--- src/rtl/rescue_pkg.sv ---
package rescue_pkg;

  typedef enum logic [2:0] {
    S_IDLE,
    S_SETTLE,
    S_LOW,
    S_HIGH,
    S_STOPA,
    S_STOPB,
    S_CHECK
  } rescue_state_t;

  typedef enum logic [1:0] {
    RES_NONE      = 2'd0,
    RES_FREED     = 2'd1,
    RES_REINIT_OK = 2'd2,
    RES_REINIT_BAD= 2'd3
  } rescue_result_t;

  function automatic int max2(input int a, input int b);
    return (a > b) ? a : b;
  endfunction

endpackage

--- src/rtl/rescue_timer.sv ---
module rescue_timer #(
  parameter int TW = 3
) (
  input  logic          clk,
  input  logic          rst_n,
  input  logic          load_i,
  input  logic [TW-1:0] len_i,
  input  logic          tick_i,
  output logic          expire_o
);
  logic [TW-1:0] cnt_q;

  assign expire_o = tick_i && (cnt_q == TW'(1));

  always_ff @(posedge clk or negedge rst_n) begin
    if (!rst_n)                           cnt_q <= '0;
    else if (load_i)                      cnt_q <= len_i;
    else if (tick_i && cnt_q != '0)       cnt_q <= cnt_q - TW'(1);
  end
endmodule

--- src/rtl/rescue_count.sv ---
module rescue_count #(
  parameter int LIMIT = 9
) (
  input  logic clk,
  input  logic rst_n,
  input  logic clr_i,
  input  logic inc_i,
  output logic last_o
);
  localparam int W = $clog2(LIMIT + 1);
  logic [W-1:0] q;

  assign last_o = (q == W'(LIMIT - 1));

  always_ff @(posedge clk or negedge rst_n) begin
    if (!rst_n)      q <= '0;
    else if (clr_i)  q <= '0;
    else if (inc_i)  q <= q + W'(1);
  end
endmodule

--- src/rtl/i2c_bus_rescue.sv ---
module i2c_bus_rescue
  import rescue_pkg::*;
#(
  parameter int          SETTLE_US  = 5,
  parameter int          HALF_US    = 5,
  parameter int          STOP_US    = 5,
  parameter int          CHECK_US   = 1,
  parameter int          MAX_PULSES = 9,
  parameter int          MAX_CHECKS = 10,
  parameter int          STAT_W     = 8,
  parameter logic [7:0]  IDLE_CODE  = 8'hF8
) (
  input  logic              clk,
  input  logic              rst_n,
  input  logic              start_i,
  input  logic              us_tick_i,
  input  logic              scl_in_i,
  input  logic              sda_in_i,
  input  logic [STAT_W-1:0] ctrl_stat_i,
  output logic              scl_ovr_o,
  output logic              sda_ovr_o,
  output logic              ctrl_srst_o,
  output logic              done_o,
  output logic [1:0]        result_o
);
  localparam int LONGEST = max2(max2(SETTLE_US, HALF_US), max2(STOP_US, CHECK_US));
  localparam int TW      = $clog2(LONGEST + 1);

  rescue_state_t st_q, st_n;
  logic          ok_q, ok_n;
  logic          ld;
  logic [TW-1:0] len;
  logic          expire;
  logic          p_clr, p_inc, p_last;
  logic          c_clr, c_inc, c_last;
  logic          fin, srst_n;
  logic [1:0]    res_n;

  rescue_timer #(.TW(TW)) timer_i (
    .clk(clk), .rst_n(rst_n), .load_i(ld), .len_i(len),
    .tick_i(us_tick_i), .expire_o(expire)
  );

  rescue_count #(.LIMIT(MAX_PULSES)) pulse_ctr_i (
    .clk(clk), .rst_n(rst_n), .clr_i(p_clr), .inc_i(p_inc), .last_o(p_last)
  );

  rescue_count #(.LIMIT(MAX_CHECKS)) check_ctr_i (
    .clk(clk), .rst_n(rst_n), .clr_i(c_clr), .inc_i(c_inc), .last_o(c_last)
  );

  always_comb begin
    st_n   = st_q;
    ok_n   = ok_q;
    ld     = 1'b0;
    len    = '0;
    p_clr  = 1'b0;
    p_inc  = 1'b0;
    c_clr  = 1'b0;
    c_inc  = 1'b0;
    fin    = 1'b0;
    srst_n = 1'b0;
    res_n  = RES_NONE;
    unique case (st_q)
      S_IDLE: if (start_i) begin
        st_n = S_SETTLE; ld = 1'b1; len = TW'(SETTLE_US);
        p_clr = 1'b1; srst_n = 1'b1; ok_n = 1'b0;
      end
      S_SETTLE: if (expire) begin
        ld = 1'b1;
        if (scl_in_i && sda_in_i) begin
          st_n = S_STOPA; len = TW'(STOP_US); ok_n = 1'b1;
        end else begin
          st_n = S_LOW; len = TW'(HALF_US);
        end
      end
      S_LOW: if (expire) begin
        st_n = S_HIGH; ld = 1'b1; len = TW'(HALF_US);
      end
      S_HIGH: if (expire) begin
        ld = 1'b1;
        if (!scl_in_i) begin
          st_n = S_STOPA; len = TW'(STOP_US); ok_n = 1'b0;
        end else if (sda_in_i) begin
          st_n = S_STOPA; len = TW'(STOP_US); ok_n = 1'b1;
        end else if (p_last) begin
          st_n = S_STOPA; len = TW'(STOP_US); ok_n = 1'b0;
        end else begin
          st_n = S_LOW; len = TW'(HALF_US); p_inc = 1'b1;
        end
      end
      S_STOPA: if (expire) begin
        st_n = S_STOPB; ld = 1'b1; len = TW'(STOP_US);
      end
      S_STOPB: if (expire) begin
        if (ok_q) begin
          st_n = S_IDLE; fin = 1'b1; res_n = RES_FREED;
        end else begin
          st_n = S_CHECK; ld = 1'b1; len = TW'(CHECK_US);
          c_clr = 1'b1; srst_n = 1'b1;
        end
      end
      S_CHECK: if (expire) begin
        if (ctrl_stat_i == STAT_W'(IDLE_CODE)) begin
          st_n = S_IDLE; fin = 1'b1; res_n = RES_REINIT_OK;
        end else if (c_last) begin
          st_n = S_IDLE; fin = 1'b1; res_n = RES_REINIT_BAD;
        end else begin
          ld = 1'b1; len = TW'(CHECK_US); c_inc = 1'b1;
        end
      end
      default: st_n = S_IDLE;
    endcase
  end

  always_ff @(posedge clk or negedge rst_n) begin
    if (!rst_n) begin
      st_q        <= S_IDLE;
      ok_q        <= 1'b0;
      scl_ovr_o   <= 1'b0;
      sda_ovr_o   <= 1'b0;
      ctrl_srst_o <= 1'b0;
      done_o      <= 1'b0;
      result_o    <= RES_NONE;
    end else begin
      st_q        <= st_n;
      ok_q        <= ok_n;
      scl_ovr_o   <= (st_n == S_LOW) || (st_n == S_STOPA);
      sda_ovr_o   <= (st_n == S_STOPA) || (st_n == S_STOPB);
      ctrl_srst_o <= srst_n;
      done_o      <= fin;
      if (fin) result_o <= res_n;
    end
  end
endmodule

--- config.mk ---
export PLATFORM = sky130hd
export DESIGN_NAME = i2c_bus_rescue
export DESIGN_NICKNAME = d
export VERILOG_FILES = /design/src/rtl/rescue_pkg.sv /design/src/rtl/rescue_timer.sv /design/src/rtl/rescue_count.sv /design/src/rtl/i2c_bus_rescue.sv
export SDC_FILE = /design/constraint.sdc
export NUM_CORES = 1
export LEC_CHECK = 0
export BUFFER_PORTS_ARGS = -buffer_cell sky130_fd_sc_hd__buf_2
export CORE_ASPECT_RATIO = 1.25
export CORE_UTILIZATION = 30
export DETAILED_ROUTE_END_ITERATION = 8
export HOLD_SLACK_MARGIN = 0.15
export SLEW_MARGIN = 20
export SYNTH_ARGS = -nofsm -noshare
export SYNTH_HDL_FRONTEND = slang
export SYNTH_SLANG_ARGS = --single-unit
export TNS_END_PERCENT = 5
--- constraint.sdc ---
create_clock -name clk -period 1.9 [get_ports clk]
set_input_delay 0.095 -clock clk [delete_from_list [all_inputs] [get_ports clk]]
set_output_delay 0.095 -clock clk [all_outputs]
set_load 0.05 [all_outputs]
==> results by group, run 1 <==
Logic synthesis
  – Post-Syn Instances: 138
  – Synth warn: 0
  – Yosys top cell area share: 41.1%
  – Seq/Total Area, Yosys: 41.1%
  – Syn Area/Cell: 9.26 um2
  – Leading area contributor after synthesis: dfrtp_1
  – Synth top area cells: dfrtp_1, ha_1, a21oi_1
  – Cell with the most instances after synthesis: dfrtp_1
  – Syn Nets: 159
  – #FFs+latches synth: 21
  – Asr flop ratio synth: 100%
  – Cell Area, Synth: 1280 um2
  – Post-synthesis cell type count: 40
  – Main flop type after synthesis: dfrtp_1
  – Commonest cells in the netlist: dfrtp_1, a21oi_1, inv_1
  – EDFF count, synth: 0

STA
  – Final Hold Vio Count: 0
  – Fin worst setup slack: 0.0907 ns
  – Slew margin rel.: 67.1%
  – Hold slack final: 0.210 ns
  – Slew @ Worst Pin: 0.494 ns
  – Final Max Slew Viols: 0
  – Skew final: 0.0125 ns
  – Min Tclk post-route: 1.81 ns
  – Max Fclk: 553 MHz
  – Final Cycle Share: 95.2%
  – Final setup violation count: 0

Clock network
  – CTS tree: done
  – Clock Path Buffers: 2
  – # clock sinks: 21
  – Cts bufs inserted: 3
  – H-tree levels: 1
  – Clock-pin transition on the worst setup and hold timing paths: 0.09 ns
  – CTS root buf: clkbuf_8
  – Clk Latency, worst-skew pair: 0.27 ns

Setup path
  – Critical path peak fanout: 3
  – Worst Setup SP: pulse_ctr_i.q[1]
  – CP arrival: 2.01 ns
  – Worst r2r dst: pulse_ctr_i.q[3]
  – Worst reg2reg path depth: 6
  – Setup Crit Path Kind: flop to flop
  – Reg2Reg Setup Slack: 0.09 ns
  – Worst Setup End Kind: flop
  – Worst Setup EP: pulse_ctr_i.q[3]
  – Worst Path Required: 2.10 ns
  – CP Launch Type: flop
  – Reg-to-Reg Start: pulse_ctr_i.q[1]

Die
  – Core area: 4100 um2
  – Die area: 4520 um2
  – Die height: 75.0 um
  – Die X: 60.4 um
  – Num rows: 26
  – Num ports: 20
  – Initial Utilization: 31.2%

Place
  – Dpl hpwl: 2520 um
  – Buffers added on ports: 19
  – Post-place setup slack: 0.0585 ns
  – Post-DP Area: 1530 um2
  – Routability Congestion: 0.812

Detailed routing
  – DR iter-0 viols: 35
  – Drt first pass iters: 4
  – Vias: 1221
  – Via-to-Cell Ratio: 5.31
  – Routed Antenna Nets: 0
  – WL/cell: 14.0 um
  – DRT Wirelength: 3230 um
  – # DRC: 0

Layout
  – Area of the multi-input gates: 711 um2
  – Fraction of layout instances using a drive strength above 1: 28.2%
  – N_diodes: 0
  – Register area: 526 um2
  – Final Net Count: 196
  – Post-Route Utilization: 39.5%
  – Design area: 1620 um2
  – Fill count: 431
  – Area growth from synthesis to layout: 26.8%

GRT
  – Gr usage total: 15.3%
  – Largest net degree at the start of global routing: 22
  – First-pass GRT wire length: 5180 um
  – Vias in the first global route: 1130
  – Initial antenna violation count: 0
  – GRT Residual Overflow: 0

Worst hold path
  – Min-Delay Path Class: input pin to flop

Power and ir drop
  – Static Leak: 0.738 nW
  – P per Cell Area: 982 nW/um2
  – Sw Pwr: 0.000621 W
  – Seq pwr share: 39.1%
  – Clk pwr share: 19.5%
  – Sw Share: 39.0%
  – Share of power burned in combinational logic: 41.3%
  – P_int: 0.000970 W
  – Peak VDD IR: 0.338 mV

Outcome
  – Outcome: completed

Flow run
  – Max-Cap Viols: 0
## cells in the final DEF, fill, tap and decap left out, types with 5 or more instances in the layout
cell type	instances
nor3_1	5
a21oi_1	10
dfrtp_1	21
nand3_1	6
ha_1	6
buf_2	19
nor2_1	7
nand2_1	8
buf_4	16
o21ai_0	9
inv_1	9
## per-layer routing
metal  share of wire [%]  track usage, %  wire (um)  up-vias
met4                 1.8            6.20         57        0
met1                  41            16.9       1320      613
met2                  55            28.8       1780       16
met5                   0               0          0        -
li1                    -               -          -      586
met3                 2.0            2.23         65        6
## state kept, by name (all words and copies together) (netlist names)
name           flops
ctrl_srst_o        1
ok_q               1
scl_ovr_o          1
check_ctr_i.q      4
st_q               3
done_o             1
sda_ovr_o          1
pulse_ctr_i.q      4
timer_i.cnt_q      3
result_o           2
## layout make-up
class                           instances  area share [%]
Sequential cell                        21            32.4
Clock buffer                            3            2.55
Timing Repair Buffer                   36            13.9
Tap cell                               56            4.32
Multi-Input combinational cell        102            43.9
Inverter                               11            2.63
Clock inverter                          1           0.309
## worst min path at each step
stage	start	end	cells after the start	slack (ns)
6_report	start_i	ok_q	4	0.21
5_1_grt	scl_in_i	sda_ovr_o	4	0.23
4_1_cts	start_i	ok_q	4	0.22
3_5_place_dp	rst_n	pulse_ctr_i.q[0]	1	0.09
3_3_place_gp	rst_n	pulse_ctr_i.q[0]	1	0.08
2_1_floorplan	rst_n	check_ctr_i.q[0]	0	-0.20
## worst max-delay path: stages (launching register included)
cell	delay, ns
dfrtp_1	0.37
inv_1	0.07
ha_1	0.17
and3b_1	0.20
or2_0	0.25
or4_1	0.54
a21oi_2	0.14
## power by group through the flow
| stage | Clock, W | Sequential [W] | Combinational (W) |
|---|---|---|---|
| 6_report | 0.000311 | 0.000623 | 0.000657 |
| 5_1_grt | 0.000336 | 0.000634 | 0.000720 |
| 4_1_cts | 0.000318 | 0.000620 | 0.000629 |
| 3_5_place_dp | 0 | 0.000629 | 0.000626 |
| 3_3_place_gp | 0 | 0.000622 | 0.000594 |
| 2_1_floorplan | 0 | 0.000664 | 0.000380 |
## kinds of logic after synthesis
logic type      share of synthesized area [%]
mux                                      2.35
compound gates                           18.1
fa+ha+maj                                6.86
xor+xnor                                0.686
flops                                    41.1
simple gates                             26.0
buf+inv                                  4.90
## what timing repair did
action,CTS,global route
hold endpoints to repair,21,0
setup endpoints to repair,0,3
hold buffers,1,0
buffers inserted,0,2
gates resized for setup,0,4
## per-stage QoR
stage	setup TNS [ns]	total power [W]	std cells
after CTS	0	0.00157	228
after global routing	-0.00803	0.00169	230
after global placement	0	0.00122	223
after detailed placement	0	0.00126	223
final	0	0.00159	230
after floorplan	0	0.00104	138
No activity file was read; power rests on OpenSTA's default activity.
==> inputs of run 2 (changes only) <==
--- a/config.mk
+++ b/config.mk
@@ -6,7 +6,7 @@
 export NUM_CORES = 1
 export LEC_CHECK = 0
 export BUFFER_PORTS_ARGS = -buffer_cell sky130_fd_sc_hd__buf_2
-export CORE_ASPECT_RATIO = 1.25
+export CORE_ASPECT_RATIO = 1.5
 export CORE_UTILIZATION = 30
 export DETAILED_ROUTE_END_ITERATION = 8
 export HOLD_SLACK_MARGIN = 0.15
==> constraint.sdc (replaced) <==
create_clock -name clk -period 2.05 [get_ports clk]
set_input_delay 0.1025 -clock clk [delete_from_list [all_inputs] [get_ports clk]]
set_output_delay 0.1025 -clock clk [all_outputs]
set_load 0.05 [all_outputs]
==> run 2 against run 1 <==
Power fell by 12%; highest routed layer unchanged; cell area shrank 5.6%; wire length up 0.77%; critical path type unchanged.
==> results by group, run 2 (same netlist as run 1, synthesis figures left out) <==
STA
  – Max Fclk: 510 MHz
  – Final Hold Vio Count: 0
  – Sum Neg Setup Slack: 0 ns
  – Slew @ Worst Pin: 0.504 ns
  – Final Max Slew Viols: 0
  – RSZ-0062 raised after global routing: no
  – Slew margin rel.: 66.4%
  – Skew final: 0.00453 ns
  – Final setup violation count: 0
  – Final Cycle Share: 95.6%
  – Min Tclk post-route: 1.96 ns

Setup path
  – Worst path cell trace: inv_1, ha_1, nand4b_4, or3_4, or4_1, a21oi_1
  – Worst r2r dst: pulse_ctr_i.q[3]
  – Setup Crit Path Kind: flop to flop
  – Slowest-stage cell, CP: or4_1
  – Reg2Reg Setup Slack: 0.09 ns
  – CP Launch Type: flop
  – CP arrival: 2.15 ns
  – Worst reg2reg path depth: 6
  – Worst Setup End Kind: flop
  – CP bufs+invs: 1
  – Reg-to-Reg Start: timer_i.cnt_q[1]
  – Critical path peak fanout: 7
  – Worst Path Required: 2.24 ns
  – Worst path top cell family by delay: simple AND/OR/NAND/NOR gates
  – CP max stage delay: 0.48 ns

Power and ir drop
  – P per Cell Area: 911 nW/um2
  – Clk pwr share: 19.8%
  – Peak VDD IR: 0.442 mV
  – Static Leak: 0.701 nW
  – Sw Share: 38.9%
  – Sw Pwr: 0.000543 W
  – Seq pwr share: 41.4%
  – Share of power burned in combinational logic: 38.8%
  – Total power: 0.00139 W
  – P_int: 0.000852 W

Detailed routing
  – Vias: 1173
  – # DRC: 0
  – DRT Wirelength: 3250 um
  – Drt first pass iters: 5
  – DR iter-0 viols: 37
  – Via-to-Cell Ratio: 5.56
  – WL/cell: 15.4 um
  – Routed Antenna Nets: 0

Die
  – Die area: 4530 um2
  – Die X: 55.3 um
  – Num rows: 28
  – Die height: 81.9 um
  – Core area: 4030 um2
  – Num ports: 20
  – Initial Utilization: 31.7%

Layout
  – Most frequent cells in the layout: dfrtp_1, buf_2, a21oi_1, inv_1, o21ai_0
  – Top flop regs: check_ctr_i.q: 4 flops, pulse_ctr_i.q: 4 flops
  – Most common cell after layout, fill and taps aside: dfrtp_1
  – Design area: 1530 um2
  – Fraction of layout instances using a drive strength above 1: 22.9%
  – Final Net Count: 188
  – N_diodes: 0
  – Finished Layout Cells: 211
  – Area growth from synthesis to layout: 19.8%

Clock network
  – H-tree levels: 1
  – CTS tree: done
  – CTS root buf: clkbuf_8
  – Setup bufs post-CTS: 0
  – # clock sinks: 21
  – Clock Path Buffers: 2
  – Clock-pin transition on the worst setup and hold timing paths: 0.08 ns
  – Cts bufs inserted: 3
  – Clk Latency, worst-skew pair: 0.26 ns

Place
  – Post-DP Area: 1470 um2
  – Placed cells: 206
  – Buffers added on ports: 19
  – Routability Congestion: 0.903
  – Dpl hpwl: 2550 um

GRT
  – Initial antenna violation count: 0
  – Largest net degree at the start of global routing: 22
  – Vias in the first global route: 1213
  – First-pass GRT wire length: 5340 um
  – GRT Residual Overflow: 0
  – Gr usage total: 14.9%

Worst hold path
  – Worst hold stages: 4
  – Worst Hold Endpoint: ok_q
  – Min-Delay Startpoint: start_i
  – Min-Delay Path Class: input pin to flop

Flow run
  – Max-Cap Viols: 0

Outcome
  – Outcome: completed
## run 2: final cells by class
| class | instances | area, um2 |
|---|---|---|
| clock buffer | 3 | 41.3 |
| sequential | 21 | 526 |
| clock inverter | 1 | 5.00 |
| timing repair buffer | 28 | 165 |
| tap | 45 | 56.3 |
| multi-input combinational | 102 | 694 |
| inverter | 11 | 42.5 |
| fill | 405 | 2500 |
## run 2: worst max path at each step
stage | from | to | slack, ns | cells after the start
after detailed placement | timer_i.cnt_q[1] | pulse_ctr_i.q[3] | 0.04 | 6
after global routing | timer_i.cnt_q[1] | pulse_ctr_i.q[3] | 0.01 | 6
final | timer_i.cnt_q[1] | pulse_ctr_i.q[3] | 0.09 | 6
after global placement | timer_i.cnt_q[1] | pulse_ctr_i.q[3] | 0.15 | 6
after CTS | timer_i.cnt_q[1] | pulse_ctr_i.q[3] | 0.02 | 6
after floorplan | timer_i.cnt_q[1] | pulse_ctr_i.q[3] | 0.13 | 7
## run 2: metrics by stage
step	hold WS, ns	setup slack (ns)	utilization (%)
after floorplan	-0.193	0.133	-
after detailed placement	0.110	0.0406	36.5
after CTS	0.211	0.0174	37.9
after global placement	0.0887	0.147	36.5
after global routing	0.271	0.0108	38.0
final	0.215	0.0899	38.0
## run 2: power by group through the flow
stage	Clock, W	Combinational (W)	Sequential [W]
2_1_floorplan	0	0.000349	0.000615
3_3_place_gp	0	0.000520	0.000575
3_5_place_dp	0	0.000544	0.000583
4_1_cts	0.000288	0.000546	0.000576
5_1_grt	0.000304	0.000605	0.000589
6_report	0.000276	0.000541	0.000577
## run 2: worst register-to-register path, cell delays in order, from the launching register on
cell	delay, ns
dfrtp_1	0.37
inv_1	0.11
ha_1	0.26
nand4b_4	0.13
or3_4	0.39
or4_1	0.48
a21oi_1	0.15
## run 2: repair_timing
item,in CTS,in global routing
resized for setup,0,1
hold endpoints to repair,21,0
hold buffers,1,0
setup endpoints to repair,0,2
## run 2: metal layers
metal  part of all wire (%)  vias to the layer above  global-route usage (%)  routed length, um
met5                      0                        -                       0                  0
met4                    2.0                        0                    7.25                 64
met3                    2.0                        6                    2.05                 66
met2                     56                       21                    29.5               1830
met1                     40                      584                    15.3               1290
li1                       -                      562                       -                  -
==> inputs of run 3 (changes only) <==
--- a/config.mk
+++ b/config.mk
@@ -13,5 +13,6 @@
 export SLEW_MARGIN = 20
 export SYNTH_ARGS = -nofsm -noshare
 export SYNTH_HDL_FRONTEND = slang
+export SYNTH_HIERARCHICAL = 1
 export SYNTH_SLANG_ARGS = --single-unit
 export TNS_END_PERCENT = 5
==> run 3 against run 2 <==
The flow now finishes with violations (DRC, setup timing); critical path depth is 2 higher; area after synthesis grew 6.6%; worst hold slack improved by 0.016 ns; sequential share of layout area fell by 4.5 points; sequential power is 1% higher; sequential cell count is the same.
==> results by group, run 3 <==
Outcome
  – Outcome: complete, but fails checks
  – Failing checks: DRC, setup timing

Detailed routing
  – Via-to-Cell Ratio: 4.90
  – Drt first pass iters: 6
  – Routed Antenna Nets: 0
  – WL/cell: 12.4 um
  – # DRC: 2
  – Vias: 1141
  – DRT Wirelength: 2890 um
  – DR iter-0 viols: 29

Power and ir drop
  – P_int: 0.00106 W
  – Share of power burned in combinational logic: 49.9%
  – P per Cell Area: 981 nW/um2
  – Sw Share: 38.3%
  – Seq pwr share: 33.9%
  – Peak VDD IR: 0.470 mV
  – Static Leak: 0.884 nW
  – Clk pwr share: 16.2%
  – Sw Pwr: 0.000660 W

Layout
  – Most common cell after layout, fill and taps aside: buf_4
  – Top flop regs: check_ctr_i/q: 4 flops, pulse_ctr_i/q: 4 flops
  – Most frequent cells in the layout: buf_4, dfrtp_1, nand2_1, buf_2, nor2_1
  – Fraction of layout instances using a drive strength above 1: 36.9%
  – Post-Route Utilization: 41.1%
  – Final Net Count: 209
  – N_diodes: 0
  – Area growth from synthesis to layout: 29.2%
  – Fill count: 431
  – Design area: 1760 um2
  – Finished Layout Cells: 233
  – Register area: 526 um2
  – Area of the multi-input gates: 815 um2

STA
  – Final Max Slew Viols: 0
  – Final Hold Vio Count: 0
  – Skew final: 0.00277 ns
  – Final Cycle Share: 104%
  – Min Tclk post-route: 2.13 ns
  – Fin worst setup slack: -0.0768 ns
  – Final setup violation count: 3
  – RSZ-0062 raised after global routing: yes
  – Max Fclk: 470 MHz

GRT
  – GRT Residual Overflow: 0
  – Initial antenna violation count: 0
  – First-pass GRT wire length: 5170 um
  – Gr usage total: 13.7%
  – Largest net degree at the start of global routing: 22
  – Vias in the first global route: 1174

Clock network
  – Clock Path Buffers: 2
  – # clock sinks: 21
  – Cts bufs inserted: 3
  – H-tree levels: 1
  – CTS tree: done
  – Clock-pin transition on the worst setup and hold timing paths: 0.08 ns
  – Clk Latency, worst-skew pair: 0.26 ns
  – CTS root buf: clkbuf_8

Setup path
  – Worst path cell trace: ha_2, and3_4, o21ai_1, a21oi_1, a31o_2, or3_4, or4b_4, o311ai_2
  – Slowest-stage cell, CP: or4b_4
  – CP Launch Type: flop
  – Critical path peak fanout: 6
  – Setup Crit Path Kind: flop to flop
  – Worst Setup End Kind: flop
  – Worst Path Required: 2.22 ns
  – Reg2Reg Setup Slack: -0.08 ns
  – CP arrival: 2.30 ns
  – CP max stage delay: 0.53 ns
  – Worst reg2reg path depth: 8

Worst hold path
  – Min-Delay Path Class: input pin to flop
  – Worst hold stages: 4

Logic synthesis
  – EDFF count, synth: 0
  – Cell Area, Synth: 1360 um2
  – Yosys top cell area share: 38.6%
  – Cell with the most instances after synthesis: dfrtp_1
  – Commonest cells in the netlist: dfrtp_1, nand2_1, nor2_1
  – Syn Area/Cell: 9.52 um2
  – Synth top area cells: dfrtp_1, ha_1, nand2_1
  – Post-Syn Instances: 143
  – #FFs+latches synth: 21
  – Synth warn: 6
  – Syn Nets: 164
  – Main flop type after synthesis: dfrtp_1
  – Asr flop ratio synth: 100%
  – Post-synthesis cell type count: 47
  – Leading area contributor after synthesis: dfrtp_1
  – Seq/Total Area, Yosys: 38.6%

Die
  – Die area: 4820 um2
  – Die height: 84.5 um
  – Die X: 57 um
  – Num ports: 20
  – Num rows: 29
  – Core area: 4280 um2
  – Initial Utilization: 31.8%

Flow run
  – Max-Cap Viols: 0

Place
  – Placed cells: 227
  – Routability Congestion: 0.823
  – Post-DP Area: 1670 um2
  – Buffers added on ports: 19
  – Dpl hpwl: 2190 um
[run 3: cell types whose count changed after synthesis, sizes merged, moves of 4 or more]
cell,before,now
nand2,8,22
nor2,7,16
a21oi,11,5
o21ai,11,5
nand3,6,1
nor2b,0,4
o31ai,4,0
[run 3: kinds of logic (layout without fill, tap and decap cells)]
group                      count (synthesis)  in the layout  share of synthesized area (%)
other                                      1              1                          0.275
muxes                                      5              5                           4.78
and+or+nand+nor                           70             70                           28.8
buffers and inverters                     12             56                           4.32
AOI/OAI and AO/OA                         24             24                           14.9
adders and majority gates                  7              7                           6.43
xor gates and xnor gates                   3              3                           1.93
DFF                                       21             21                           38.6
[run 3: through the flow]
step           TNS [ns]  hold slack, ns  power, W  worst slack [ns]
2_1_floorplan    -0.730          -0.193   0.00115            -0.223
3_5_place_dp     -0.268           0.108   0.00140            -0.121
6_report         -0.163           0.231   0.00172           -0.0768
4_1_cts          -0.182           0.224   0.00171           -0.0820
5_1_grt          -0.490           0.247   0.00187            -0.179
3_3_place_gp     -0.153           0.102   0.00139           -0.0837
[run 3: what timing repair did]
item	4_1_cts	5_1_grt
resized for setup	1	5
buffers inserted	1	0
pin swaps	2	2
endpoints found under the hold margin	21	0
setup endpoints to repair	3	8
hold buffers	1	0
[run 3: final timing paths]
kind	startpoint	to
min reg2reg	result_o[1]	result_o[1]
min	ctrl_stat_i[0]	result_o[0]
max in group asynchronous	rst_n	timer_i/cnt_q[1]
max	timer_i/cnt_q[0]	timer_i/cnt_q[2]
max reg2reg	timer_i/cnt_q[0]	timer_i/cnt_q[2]
min in group asynchronous	rst_n	result_o[1]
[run 3: layout make-up]
class	count	share of cell area, %
multi-input cells	110	46.3
flip-flops and latches	21	29.9
repair buffers	44	16.2
well taps	46	3.27
clock buffers	3	2.35
inverters	8	1.71
clock inverters	1	0.284
[run 3: metal layers]
metal  track usage [%]  vias to the layer above  share of wire, %
met1              16.8                      539                45
met3              1.85                        2               2.5
met4              4.66                        0              0.83
met2              24.1                       17                51
li1                  -                      583                 -
met5                 0                        -                 0
[run 3: critical path, delay by kind of cell, from the launching register on]
kind	cells	cell delay, ns
and+or+nand+nor	3	1.04
DFF	1	0.39
adders and majority gates	1	0.16
AOI/OAI and AO/OA	4	0.44
[run 3: power groups by stage]
stage | clock network [W] | logic [W] | registers [W]
after floorplan | 0 | 0.000511 | 0.000639
after CTS | 0.000292 | 0.000834 | 0.000583
after detailed placement | 0 | 0.000814 | 0.000591
final | 0.000279 | 0.000861 | 0.000585
after global routing | 0.000313 | 0.000958 | 0.000603
after global placement | 0 | 0.000798 | 0.000592
